$ cat config.mk
export PLATFORM = sky130hd
export DESIGN_NAME = batt_chk_ctrl
export DESIGN_NICKNAME = d
export VERILOG_FILES = /design/src/rtl/bcc_pkg.sv /design/src/rtl/bcc_interval.sv /design/src/rtl/bcc_seq.sv /design/src/rtl/bcc_status.sv /design/src/rtl/batt_chk_ctrl.sv
export SDC_FILE = /design/constraint.sdc
export NUM_CORES = 1
export LEC_CHECK = 0
export BUFFER_PORTS_ARGS = -buffer_cell sky130_fd_sc_hd__buf_2
export CAP_MARGIN = 20
export CORE_ASPECT_RATIO = 0.75
export CORE_MARGIN = 3
export CORE_UTILIZATION = 35
export DETAILED_ROUTE_END_ITERATION = 16
export SLEW_MARGIN = 25
export SYNTH_ARGS = -nofsm -noshare
export SYNTH_HDL_FRONTEND = slang
export SYNTH_SLANG_ARGS = --single-unit
$ cat constraint.sdc
create_clock -name clk -period 2.3 [get_ports clk]
set_input_delay 0.115 -clock clk [delete_from_list [all_inputs] [get_ports clk]]
set_output_delay 0.115 -clock clk [all_outputs]
set_load 0.05 [all_outputs]
$ cat src/rtl/bcc_pkg.sv
package bcc_pkg;
    typedef enum logic [1:0] {
        ST_OFF    = 2'd0,
        ST_IDLE   = 2'd1,
        ST_SETTLE = 2'd2,
        ST_SAMPLE = 2'd3
    } bcc_state_e;

    typedef enum logic {
        SRC_PWRUP    = 1'b0,
        SRC_PERIODIC = 1'b1
    } bcc_src_e;

    localparam int FLAG_BIT = 4;
    localparam int SRC_BIT  = 0;
endpackage

$ cat src/rtl/bcc_interval.sv
module bcc_interval #(
    parameter int INTERVAL_TICKS = 86400
) (
    input  logic clk,
    input  logic rst_n,
    input  logic tick,
    input  logic supply_ok,
    output logic due
);
    localparam int CNT_W = (INTERVAL_TICKS > 2) ? $clog2(INTERVAL_TICKS) : 1;
    localparam logic [CNT_W-1:0] LAST = CNT_W'(INTERVAL_TICKS - 1);

    logic [CNT_W-1:0] cnt;

    assign due = supply_ok && tick && (cnt == LAST);

    always_ff @(posedge clk) begin
        if (!rst_n || !supply_ok) begin
            cnt <= '0;
        end else if (tick) begin
            cnt <= (cnt == LAST) ? '0 : cnt + 1'b1;
        end
    end

    AST_CNT_RANGE: assert property (@(posedge clk) disable iff (!rst_n)
        cnt <= LAST);
    AST_CNT_CLEAR_OFF: assert property (@(posedge clk) disable iff (!rst_n)
        !supply_ok |=> cnt == '0);
endmodule

$ cat src/rtl/bcc_seq.sv
module bcc_seq
    import bcc_pkg::*;
#(
    parameter int SETTLE_TICKS = 4
) (
    input  logic     clk,
    input  logic     rst_n,
    input  logic     tick,
    input  logic     supply_ok,
    input  logic     due,
    output logic     chk_req,
    output logic     upd_en,
    output bcc_src_e upd_src
);
    localparam int SC_W = (SETTLE_TICKS > 1) ? $clog2(SETTLE_TICKS) : 1;
    localparam logic [SC_W-1:0] SC_LAST = SC_W'(SETTLE_TICKS - 1);

    bcc_state_e state, state_nx;
    bcc_src_e   kind, kind_nx;
    logic [SC_W-1:0] sc;

    always_ff @(posedge clk) begin
        if (!rst_n) begin
            state <= ST_OFF;
            kind  <= SRC_PWRUP;
        end else begin
            state <= state_nx;
            kind  <= kind_nx;
        end
    end

    always_comb begin
        state_nx = state;
        kind_nx  = kind;
        unique case (state)
            ST_OFF: begin
                if (supply_ok) begin
                    state_nx = ST_SETTLE;
                    kind_nx  = SRC_PWRUP;
                end
            end
            ST_IDLE: begin
                if (!supply_ok) begin
                    state_nx = ST_OFF;
                end else if (due) begin
                    state_nx = ST_SETTLE;
                    kind_nx  = SRC_PERIODIC;
                end
            end
            ST_SETTLE: begin
                if (!supply_ok)                state_nx = ST_OFF;
                else if (tick && sc == SC_LAST) state_nx = ST_SAMPLE;
            end
            ST_SAMPLE: begin
                state_nx = supply_ok ? ST_IDLE : ST_OFF;
            end
            default: state_nx = ST_OFF;
        endcase
    end

    always_ff @(posedge clk) begin
        if (!rst_n || state != ST_SETTLE) begin
            sc <= '0;
        end else if (tick) begin
            sc <= sc + 1'b1;
        end
    end

    always_comb begin
        chk_req = (state == ST_SETTLE) || (state == ST_SAMPLE);
        upd_en  = (state == ST_SAMPLE) && supply_ok;
        upd_src = kind;
    end

    AST_NO_REQ_ON_BATTERY: assert property (@(posedge clk) disable iff (!rst_n)
        !supply_ok |=> !chk_req);
    AST_PWRUP_REQ: assert property (@(posedge clk) disable iff (!rst_n)
        $rose(supply_ok) |=> chk_req);
    AST_SAMPLE_ONE_CLK: assert property (@(posedge clk) disable iff (!rst_n)
        state == ST_SAMPLE |=> state != ST_SAMPLE);
endmodule

$ cat src/rtl/bcc_status.sv
module bcc_status
    import bcc_pkg::*;
#(
    parameter int ADDR_W    = 4,
    parameter int DATA_W    = 8,
    parameter int STAT_ADDR = 15
) (
    input  logic              clk,
    input  logic              rst_n,
    input  logic              upd_en,
    input  bcc_src_e          upd_src,
    input  logic              cmp_low,
    input  logic [ADDR_W-1:0] rd_addr,
    output logic [DATA_W-1:0] rd_data
);
    logic     flag;
    bcc_src_e src;

    always_ff @(posedge clk) begin
        if (!rst_n) begin
            flag <= 1'b0;
            src  <= SRC_PWRUP;
        end else if (upd_en) begin
            flag <= cmp_low;
            if (cmp_low) src <= upd_src;
        end
    end

    always_comb begin
        rd_data = '0;
        if (rd_addr == ADDR_W'(STAT_ADDR)) begin
            rd_data[FLAG_BIT] = flag;
            rd_data[SRC_BIT]  = src;
        end
    end

    AST_FLAG_STICKY: assert property (@(posedge clk) disable iff (!rst_n)
        !upd_en |=> $stable(flag));
    AST_SRC_STICKY: assert property (@(posedge clk) disable iff (!rst_n)
        !upd_en |=> $stable(src));
endmodule

$ cat src/rtl/batt_chk_ctrl.sv
module batt_chk_ctrl
    import bcc_pkg::*;
#(
    parameter int INTERVAL_TICKS = 86400,
    parameter int SETTLE_TICKS   = 4,
    parameter int ADDR_W         = 4,
    parameter int DATA_W         = 8,
    parameter int STAT_ADDR      = 15
) (
    input  logic              clk,
    input  logic              rst_n,
    input  logic              tick,
    input  logic              supply_ok,
    input  logic              cmp_low,
    input  logic [ADDR_W-1:0] rd_addr,
    output logic              chk_req,
    output logic [DATA_W-1:0] rd_data
);
    logic     due;
    logic     upd_en;
    bcc_src_e upd_src;

    bcc_interval #(.INTERVAL_TICKS(INTERVAL_TICKS)) u_interval (
        .clk(clk), .rst_n(rst_n), .tick(tick), .supply_ok(supply_ok), .due(due)
    );

    bcc_seq #(.SETTLE_TICKS(SETTLE_TICKS)) u_seq (
        .clk(clk), .rst_n(rst_n), .tick(tick), .supply_ok(supply_ok), .due(due),
        .chk_req(chk_req), .upd_en(upd_en), .upd_src(upd_src)
    );

    bcc_status #(.ADDR_W(ADDR_W), .DATA_W(DATA_W), .STAT_ADDR(STAT_ADDR)) u_status (
        .clk(clk), .rst_n(rst_n), .upd_en(upd_en), .upd_src(upd_src),
        .cmp_low(cmp_low), .rd_addr(rd_addr), .rd_data(rd_data)
    );
endmodule

; ---- Yosys cells after proc, flatten, opt, wreduce, memory -nomap -nowiden
; Index checks and enable logic that the tools add are counted.
; W data, S select, Z words.
[classes]
eq_ne = 12
reduce_logical = 14
mux = 14
addsub = 2
[op_table]
columns = op, n
row1 = $add A17 B1 Y17 const B, 1
row2 = $eq A17 B17 Y1 const B, 1
row3 = $mux W17, 1
row4 = $mux W2, 5
row5 = $ne A2 B2 Y1 const B, 4
row6 = $pmux W2 S4, 1
row7 = $eq A2 B2 Y1 const B, 3
row8 = $mux W1, 6
row9 = $eq A4 B4 Y1 const B, 1
row10 = $logic_and A1 B1 Y1, 4
row11 = $reduce_and A4 Y1, 1
row12 = $logic_or A1 B1 Y1, 3
row13 = $ne A3 B2 Y1 const B, 1
row14 = $ne A3 B3 Y1 const B, 1
row15 = $reduce_and A3 Y1, 1
row16 = $add A2 B1 Y2 const B, 1
row17 = $eq A2 B1 Y1 const B, 1
row18 = $logic_not A1 Y1, 2
row19 = $logic_not A2 Y1, 1
row20 = $pmux W1 S2, 1
row21 = $reduce_and A2 Y1, 1
row22 = $reduce_bool A2 Y1, 1
[word_totals]
inputBits = 9
out_inout_bits = 9
register_bits = 24
word_cells = 48

; ---- Longest topological paths before layout
; Gate-level depths: netlist of the first run.
[logic_depth]
word_depth = 5
ltp_mapped = 7
depth_no_buf = 5

; ---- Hierarchy
; A second synthesis of the first run with hierarchy kept.
[hier_totals]
cells_unflattened = 133
hier_area_um2 = 1182.4
[by_module_without_submodules]
columns = mod, cells_per_inst, instances, area_each_um2
row1 = bcc_interval, 90, 1, 817.0
row2 = bcc_seq, 23, 1, 219.0
row3 = bcc_status, 20, 1, 146.4

; ---- Least setup slack after synthesis of the first run
; Ideal clock, no wire load.
[synth_timing]
kind = register to register
start = register u_interval.cnt[0]
end = register u_interval.cnt[16]
path_slack_ns = 0.719
arrival_time_ns = 1.511
setup_ns = 0.070
synth_period_minus_slack_ns = 1.581
stages_incl_launch_ff = 6
t_required_ns = 2.230
n_path_buf = 0
cell_sequence = dfxtp_1 ha_1 nand4_1 or2_2 or4_1 a21oi_1
[synth_between]
elab_chain_cells = 2
[synth_rtl]
columns = item, line
row1 = from (decl), bcc_interval.sv:13  ; logic [CNT_W-1:0] cnt;
row2 = from (signal assigned), bcc_interval.sv:21  ; cnt <= (cnt == LAST) ? '0 : cnt + 1'b1;
row3 = $add A17 B1 Y17 or $eq A17 B17 Y1 (tied branches), bcc_interval.sv:21
row4 = $mux W17 *, bcc_interval.sv:21
; Mark *: on every way between the ends. The rest lies on a longest branch, timed or not.
; A chain may end at the register's enable or synchronous reset.

; ---- Final worst setup path of the first run
[layout_timing]
start = register u_interval.cnt[12]
end = register u_interval.cnt[1]
[layout_between]
elab_chain_cells = 2
[layout_rtl]
columns = item, line
row1 = $eq A17 B17 Y1, bcc_interval.sv:21
row2 = $mux W17, bcc_interval.sv:21
; No other way between the ends.

==> results of run 1 <==
==> worst paths after layout <==
| kind | end |
|---|---|
| hold / removal | u_status.flag |
| hold reg to reg | u_status.flag |
| setup reg to reg | u_interval.cnt[1] |
| setup / recovery | u_interval.cnt[1] |
==> registers in the layout (all words and copies together), names as in the netlist <==
name,flops
u_interval.cnt,17
u_seq.sc,2
u_seq.state,2
u_seq.upd_src,1
u_status.flag,1
u_status.src,1
==> power by group through the flow <==
stage | clock network [mW] | logic [mW] | registers (mW)
after global routing | 0.312 | 0.0593 | 0.422
after CTS | 0.293 | 0.0550 | 0.421
after floorplan | 0 | 0.0562 | 0.430
after detailed placement | 0 | 0.0547 | 0.431
final | 0.282 | 0.0553 | 0.421
after global placement | 0 | 0.0536 | 0.431
==> final cells by class <==
type	count	area [sq um]
Sequential cell	24	480.5
Tap cell	38	47.55
Timing Repair Buffer	12	62.56
Clock buffer	4	55.05
Inverter	4	15.01
Multi-Input combinational cell	102	620.6
Fill cell	306	1803
==> worst max-delay path, stage by stage (launching register included) <==
cell     delay (ps)
dfxtp_1         420
or4b_1          470
nor4_2          200
a31o_1          350
buf_4           230
nor2_1           60
==> cells by family after synthesis <==
family,Yosys count
other,1
flip-flops,24
AND/OR/NAND/NOR,66
XOR/XNOR,15
multiplexers,3
adder cells (fa/ha/maj),2
buffers and inverters,15
AO/OA/AOI/OAI,10
==> Yosys cell counts (2+ instances only) <==
| library cell | instances | area (sq um) |
|---|---|---|
| xnor2_1 | 11 | 96.34 |
| nor2_1 | 22 | 82.58 |
| nor4_1 | 4 | 25.02 |
| clkbuf_1 | 2 | 7.510 |
| nor3_1 | 4 | 20.02 |
| xor2_1 | 4 | 35.03 |
| inv_1 | 4 | 15.01 |
| or2_2 | 2 | 12.51 |
| buf_4 | 7 | 52.55 |
| a21oi_1 | 3 | 15.01 |
| ha_1 | 2 | 25.02 |
| dfxtp_1 | 24 | 480.5 |
| mux2i_1 | 3 | 30.03 |
| nand4_1 | 9 | 56.30 |
| nand2_1 | 9 | 33.78 |
| nand3_1 | 6 | 30.03 |
==> per-layer routing <==
layer / vias up / global-route usage (%) / part of all wire (%) / routed length (microns)
met4: 0 / 1.550 / 0 / 0
li1: 481 / - / - / -
met2: 39 / 12.61 / 37 / 790
met3: 0 / 3.757 / 9.0 / 189
met5: - / 0 / 0 / 0
met1: 413 / 16.52 / 54 / 1129
==> flow_summary.yaml, run 1 <==
timing:
  fin_worst_skew_ps: 5.739
  finalCritPeriodShare_pct: 79.92
  setup_slack_ps: 461.8
  fmax_mhz: 544.0
  final-hold-violation-count: 0
  slew_viol_final: 0
  timing.hold.ws_ps: 153.5
  tns_ps: 0
  rsz0062_at_grt: "false"
  period_needed_ps: 1838
  finalSetupViolCount: 0
route:
  vias: 933
  vias_per_cell: 5.071
  routed_wl_microns: 2110
  wire_per_inst_microns: 11.47
  drt-initial-drc-count: 47
  drc: 0
  dr.pass1.iters: 4
  ant_nets: 0
worst_setup_path:
  cp-start-kind: "flop"
  r2r_cells: 5
  cp.required_ps: 2460
  r2r_setup_slack_ps: 460
  cp-startpoint: "u_interval.cnt[12]"
  crit_fanout: 10
  r2r_start: "u_interval.cnt[12]"
  critPathArrivalTime_ps: 2000
  crit_type: "reg -> reg"
  cp-end-kind: "flop"
cts:
  cts_tree: "yes"
  clkTransAtPathRegs_ps: 80
  cts_resized: 0
  numCtsBuffers: 3
  hold_buffers: 0
  postCtsSetupBuffers: 0
  clockRootBuffer: "clkbuf_8"
  cts_buffer_depth: 2
  clock-sinks: 24
  clk_latency_ps: 270
  htree_levels: 1
synthesis:
  ys_seq_elements: 24
  synth_cell_type_count: 36
  synth_compound_area_share_pct: 5.789
  ys_warn_count: 0
  async_flop_share_pct: 0
  synth_edf_count: 0
  syn_avg_cell_area_sq_um: 8.740
  synth_top_family_by_area: "simple AND/OR/NAND/NOR gates"
  syn_area_sq_um: 1189
  synth-adder-area-share_pct: 2.105
  synth-main-ff-cell: "dfxtp_1"
  synth_xor_area_share_pct: 11.05
  synthSimpleGateAreaFrac_pct: 28.84
  synthCells: 136
  synthMuxAreaShare_pct: 2.526
  ys_seq_area_share_pct: 40.42
power_and_ir_drop:
  pwr-share-clk_pct: 37.2
  swShare_pct: 22.89
  power.total_mw: 0.7583
  p_int_mw: 0.5847
  power_density_nw_per_um2: 591.8
  p_comb_share_pct: 7.3
  peakVddDrop_mv: 0.4369
  p_sw_mw: 0.1735
  share_seq_of_total_power_pct: 55.5
  p_leak_nw: 0.4313
place:
  globalplace.congestion: 0.8256
  dp.cells: 180
  place_area_sq_um: 1226
  dp_hpwl_microns: 1586
  post-place-ws_ps: 482.8
  port_buffers: 11
worst_hold_path:
  hold_depth: 2
  min_path_type: "in -> reg"
  hp-start: "rst_n"
layout:
  fin_area_sq_um: 1281
  area_growth_pct: 7.790
  drive_gt1_share_pct: 14.38
  mostFrequentLayoutCell: "dfxtp_1"
  nets: 158
  diodes: 0
  fin_cells: 184
  mostFrequentLayoutCells: "dfxtp_1, nor2_1, xnor2_1, buf_2"
  final_util_pct: 41.54
global_route:
  grt_start_max_net_pins: 14
  grt_pass1_wl_microns: 3401
  grtUsageTotal_pct: 10.21
  first_global_vias: 732
  antenna_found_initial: 0
  overflow: 0
run:
  max-cap-violations: 0
floorplan:
  die_area_sq_um: 4139
  ioPinCount: 18
  die_w_microns: 73.29
  start_util_pct: 38.54
  rows: 17
  core_sq_um: 3084
  dieHeight_microns: 56.47
outcome:
  status: "completed"
No activity file was read; power rests on OpenSTA's default activity.
==> inputs of run 2 (changes only) <==
- clock period: 2.3 -> 1.6 ns (I/O delays scaled with it)
==> run 2 against run 1 <==
First-iteration DRC count is 4.3% lower. Utilization is 5.4 points higher. Combinational power is 54% higher. Worst setup slack worse by 410 ps. Critical path depth stayed put. Via count is 5.7% higher. Cell area is 13% higher. Clock skew hardly changed. Final cell count is 8.7% higher. Register-to-register slack worse by 410 ps. Fmax is 19% higher. Worst hold slack worse by 28 ps.
==> flow_summary.yaml, run 2 (synthesis gave the netlist of run 1 again) <==
outcome:
  status: "completed"
place:
  dp_hpwl_microns: 1804
  port_buffers: 11
  globalplace.congestion: 0.8711
  post-place-ws_ps: -5.562
route:
  dr.pass1.iters: 4
  routed_wl_microns: 2401
  wire_per_inst_microns: 12.01
  vias: 986
  drc: 0
  drt-initial-drc-count: 45
  vias_per_cell: 4.930
  ant_nets: 0
power_and_ir_drop:
  power_density_nw_per_um2: 758.1
  p_comb_share_pct: 7.8
  share_seq_of_total_power_pct: 55.2
  swShare_pct: 22.93
  p_sw_mw: 0.2514
  p_leak_nw: 0.5119
  pwr-share-clk_pct: 37.0
  power.total_mw: 1.097
  peakVddDrop_mv: 0.5213
  p_int_mw: 0.8451
floorplan:
  die_area_sq_um: 4139
  rows: 17
  ioPinCount: 18
  core_sq_um: 3084
  start_util_pct: 38.54
  dieHeight_microns: 56.47
  die_w_microns: 73.29
cts:
  numCtsBuffers: 3
  clock-sinks: 24
  cts_tree: "yes"
  htree_levels: 1
  clk_latency_ps: 260
  clockRootBuffer: "clkbuf_8"
  cts_buffer_depth: 2
  clkTransAtPathRegs_ps: 80
worst_setup_path:
  cp-start-kind: "flop"
  crit_type: "reg -> reg"
  slowest_delay_ps: 550
  critPathArrivalTime_ps: 1710
  crit_fanout: 8
  cp-end-kind: "flop"
  cp.required_ps: 1760
  cpMaxStageDelayCell: "or4b_4"
  worst-path-buf-inv: 1
  r2r_setup_slack_ps: 50
  path_delay_family: "simple AND/OR/NAND/NOR gates"
  crit_chain: "or4b_4 -> nor4_4 -> a31o_1 -> buf_4 -> nor2_1"
layout:
  nets: 174
  mostFrequentLayoutCells: "nor2_1, dfxtp_1, buf_4"
  area_growth_pct: 21.68
  final.fill_count: 284
  ff_latch_area_sq_um: 483.0
  largest_reg_flops: 17
  reg.largest.list: "u_interval.cnt (17), u_seq.sc (2), u_seq.state (2)"
  drive_gt1_share_pct: 27.16
  diodes: 0
  largest-register: "u_interval.cnt"
  multi_input_area_sq_um: 663.1
timing:
  tns_ps: 0
  fin_worst_skew_ps: 6.084
  setup_slack_ps: 51.30
  slew_viol_final: 0
  finalCritPeriodShare_pct: 96.79
  rsz0062_at_grt: "true"
  period_needed_ps: 1549
  final-hold-violation-count: 0
  finalSetupViolCount: 0
  fmax_mhz: 645.7
run:
  max-cap-violations: 0
worst_hold_path:
  min_path_type: "in -> reg"
global_route:
  overflow: 0
  grtUsageTotal_pct: 12.01
  first_global_vias: 856
  grt_start_max_net_pins: 14
  grt_pass1_wl_microns: 3884
  antenna_found_initial: 0
run 2: cell types whose count changed in the layout (fill, tap and decap cells not counted), sizes merged:
| cell | change |
|---|---|
| buf | +16 |
run 2: power by group through the flow:
| stage | clock [mW] | combinational, mW | sequential [mW] |
|---|---|---|---|
| 6_report | 0.406 | 0.0852 | 0.606 |
| 5_1_grt | 0.452 | 0.0926 | 0.606 |
| 4_1_cts | 0.420 | 0.0834 | 0.605 |
| 3_5_place_dp | 0 | 0.0832 | 0.619 |
| 3_3_place_gp | 0 | 0.0816 | 0.618 |
| 2_1_floorplan | 0 | 0.0807 | 0.618 |
run 2: layout make-up:
cell class / instances / area share [%]
inverter: 4 / 1.038
tap: 38 / 3.287
clock buffer: 4 / 3.806
sequential: 24 / 33.39
timing repair buffer: 28 / 12.63
multi-input combinational: 102 / 45.85
run 2: worst paths after layout:
kind                              to  depth (start not counted)          startpoint
setup reg to reg  u_interval.cnt[11]                          5  u_interval.cnt[10]
hold / removal         u_status.flag                          2               rst_n
hold reg to reg        u_status.flag                          2       u_status.flag
setup / recovery  u_interval.cnt[11]                          5  u_interval.cnt[10]
run 2: worst register-to-register path: stages, from the launching register on:
cell	delay, ps
dfxtp_1	320
or4b_4	550
nor4_4	160
a31o_1	200
buf_4	170
nor2_1	60
run 2: metal layers:
| layer | global-route usage, % | vias up | part of all wire (%) |
|---|---|---|---|
| met5 | 0 | - | 0 |
| met4 | 3.101 | 0 | 0.75 |
| met3 | 4.293 | 4 | 6.0 |
| met2 | 15.54 | 22 | 41 |
| met1 | 18.39 | 449 | 52 |
| li1 | - | 511 | - |
run 2: timing repair:
action	in CTS	in global routing
setup buffers	0	1
hold buffers	0	0
hold endpoints to repair	0	0
pin swaps	0	3
setup endpoints to repair	1	20
gates resized for setup	1	9
run 2: stage by stage:
stage	hold WS [ps]	utilization, %	std cells	instance area [sq um]
after global placement	388.9	43.41	195	1339
after detailed placement	399.8	43.41	195	1339
after CTS	118.9	45.23	199	1395
after global routing	117.7	46.90	200	1446
final	125.8	46.90	200	1446
after floorplan	208.2	-	141	1207
==> inputs of run 3 (changes only) <==
- MAX_ROUTING_LAYER: default -> met4
==> run 3 against run 2 <==
Final cell count stayed put. Register-to-register slack barely moved. Utilization is 0.28 points lower. Fmax is 0.41% higher. Sequential power barely moved. Sequential share of layout area up 0.20 points. Global-route usage rose by 0.25 points. First-iteration DRC count did not move. Cell area is 0.61% lower. Clock skew down 2.7 ps. Flip-flop and latch count stayed put. Clock-buffer cell count unchanged. Highest routed layer unchanged.
==> flow_summary.yaml, run 3 (synthesis gave the netlist of run 1 again) <==
worst_setup_path:
  slowest_delay_ps: 550
  critPathArrivalTime_ps: 1700
  crit_fanout: 8
  cp.required_ps: 1760
  cp-end-kind: "flop"
  cpMaxStageDelayCell: "or4b_4"
  cp-start-kind: "flop"
  crit_chain: "or4b_4 -> nor4_4 -> a31o_1 -> buf_4 -> nor2_1"
  crit_type: "reg -> reg"
layout:
  mostFrequentLayoutCells: "nor2_1, dfxtp_1, buf_4"
  diodes: 0
  nets: 174
  reg.largest.list: "u_interval.cnt (17), u_seq.sc (2), u_seq.state (2)"
  final_util_pct: 46.61
  largest-register: "u_interval.cnt"
  final.fill_count: 285
  fin_area_sq_um: 1438
  largest_reg_flops: 17
  area_growth_pct: 20.95
  drive_gt1_share_pct: 25.93
power_and_ir_drop:
  p_leak_nw: 0.5118
  power_density_nw_per_um2: 761.1
  share_seq_of_total_power_pct: 55.3
  pwr-share-clk_pct: 36.9
  p_sw_mw: 0.2492
  p_comb_share_pct: 7.8
  power.total_mw: 1.094
  swShare_pct: 22.77
  p_int_mw: 0.8451
  peakVddDrop_mv: 0.5140
timing:
  timing.hold.ws_ps: 122.6
  finalCritPeriodShare_pct: 96.40
  slew_viol_final: 0
  fmax_mhz: 648.4
  period_needed_ps: 1542
  fin_worst_skew_ps: 3.414
  final-hold-violation-count: 0
  finalSetupViolCount: 0
  rsz0062_at_grt: "true"
  tns_ps: 0
global_route:
  grtUsageTotal_pct: 12.26
  grt_start_max_net_pins: 14
  grt_pass1_wl_microns: 3870
  antenna_found_initial: 0
  first_global_vias: 854
  overflow: 0
run:
  max-cap-violations: 0
floorplan:
  start_util_pct: 38.54
  core_sq_um: 3084
  rows: 17
  die_area_sq_um: 4139
  ioPinCount: 18
  die_w_microns: 73.29
  dieHeight_microns: 56.47
route:
  wire_per_inst_microns: 11.94
  drt-initial-drc-count: 45
  routed_wl_microns: 2387
  drc: 0
  vias_per_cell: 4.980
  dr.pass1.iters: 4
  ant_nets: 0
  vias: 996
cts:
  clock-sinks: 24
  hold_buffers: 0
  clk_latency_ps: 260
  cts_tree: "yes"
  cts_buffer_depth: 2
  clockRootBuffer: "clkbuf_8"
  numCtsBuffers: 3
  clkTransAtPathRegs_ps: 80
  htree_levels: 1
place:
  dp_hpwl_microns: 1804
  place_area_sq_um: 1339
  port_buffers: 11
  globalplace.congestion: 0.8853
outcome:
  status: "completed"
worst_hold_path:
  min_path_type: "in -> reg"
==> run 3: cell counts in the layout (fill, tap and decap cells not counted) <==
No cell type changed its count.
==> run 3: routing by layer <==
layer  vias to the layer above  global-route usage [%]  part of all wire (%)
met1                       451                   18.06                    50
met4                         0                   3.101                  0.75
met5                         -                       -                     0
met2                        29                   15.67                    42
met3                         4                   4.293                   6.8
li1                        512                       -                     -
==> run 3: final timing paths <==
check	startpoint	to	slack [ps]	depth (start not counted)
worst max-delay path	u_interval.cnt[10]	u_interval.cnt[11]	60	5
worst min-delay path	rst_n	u_status.flag	120	2
worst max register to register	u_interval.cnt[10]	u_interval.cnt[11]	60	5
worst min register to register	u_status.flag	u_status.flag	470	2
==> run 3: what timing repair did <==
action,CTS,global route
pin swaps,0,3
endpoints found under the setup margin,1,20
buffers inserted,0,1
gates resized for setup,1,7
endpoints found under the hold margin,0,0
==> run 3: stage by stage <==
step                worst slack [ps]  instances
floorplan                      18.94        141
global placement               40.54        195
detailed placement            -5.562        195
CTS                           0.1316        199
global route                  -40.33        200
finish                         57.65        200
==> run 3: area by class of cell <==
cell class                      instances  area [sq um]  share of cell area, %
Multi-Input combinational cell        102         654.4                  45.52
Clock buffer                            4         55.05                  3.829
Inverter                                4         15.01                  1.044
Sequential cell                        24         483.0                  33.59
Timing Repair Buffer                   28         182.7                  12.71
Tap cell                               38         47.55                  3.307
==> run 3: power by group through the flow <==
stage | Sequential [mW] | Clock, mW | Combinational, mW
3_5_place_dp | 0.619 | 0 | 0.0832
4_1_cts | 0.605 | 0.420 | 0.0834
5_1_grt | 0.606 | 0.446 | 0.0924
6_report | 0.606 | 0.404 | 0.0850
3_3_place_gp | 0.618 | 0 | 0.0816
2_1_floorplan | 0.618 | 0 | 0.0807
==> run 3: critical path, delay by kind of cell (launching register included) <==
kind | cells | cell delay (ps)
AOI/OAI and AO/OA | 1 | 200
buffers and inverters | 1 | 170
and+or+nand+nor | 3 | 770
DFF | 1 | 320
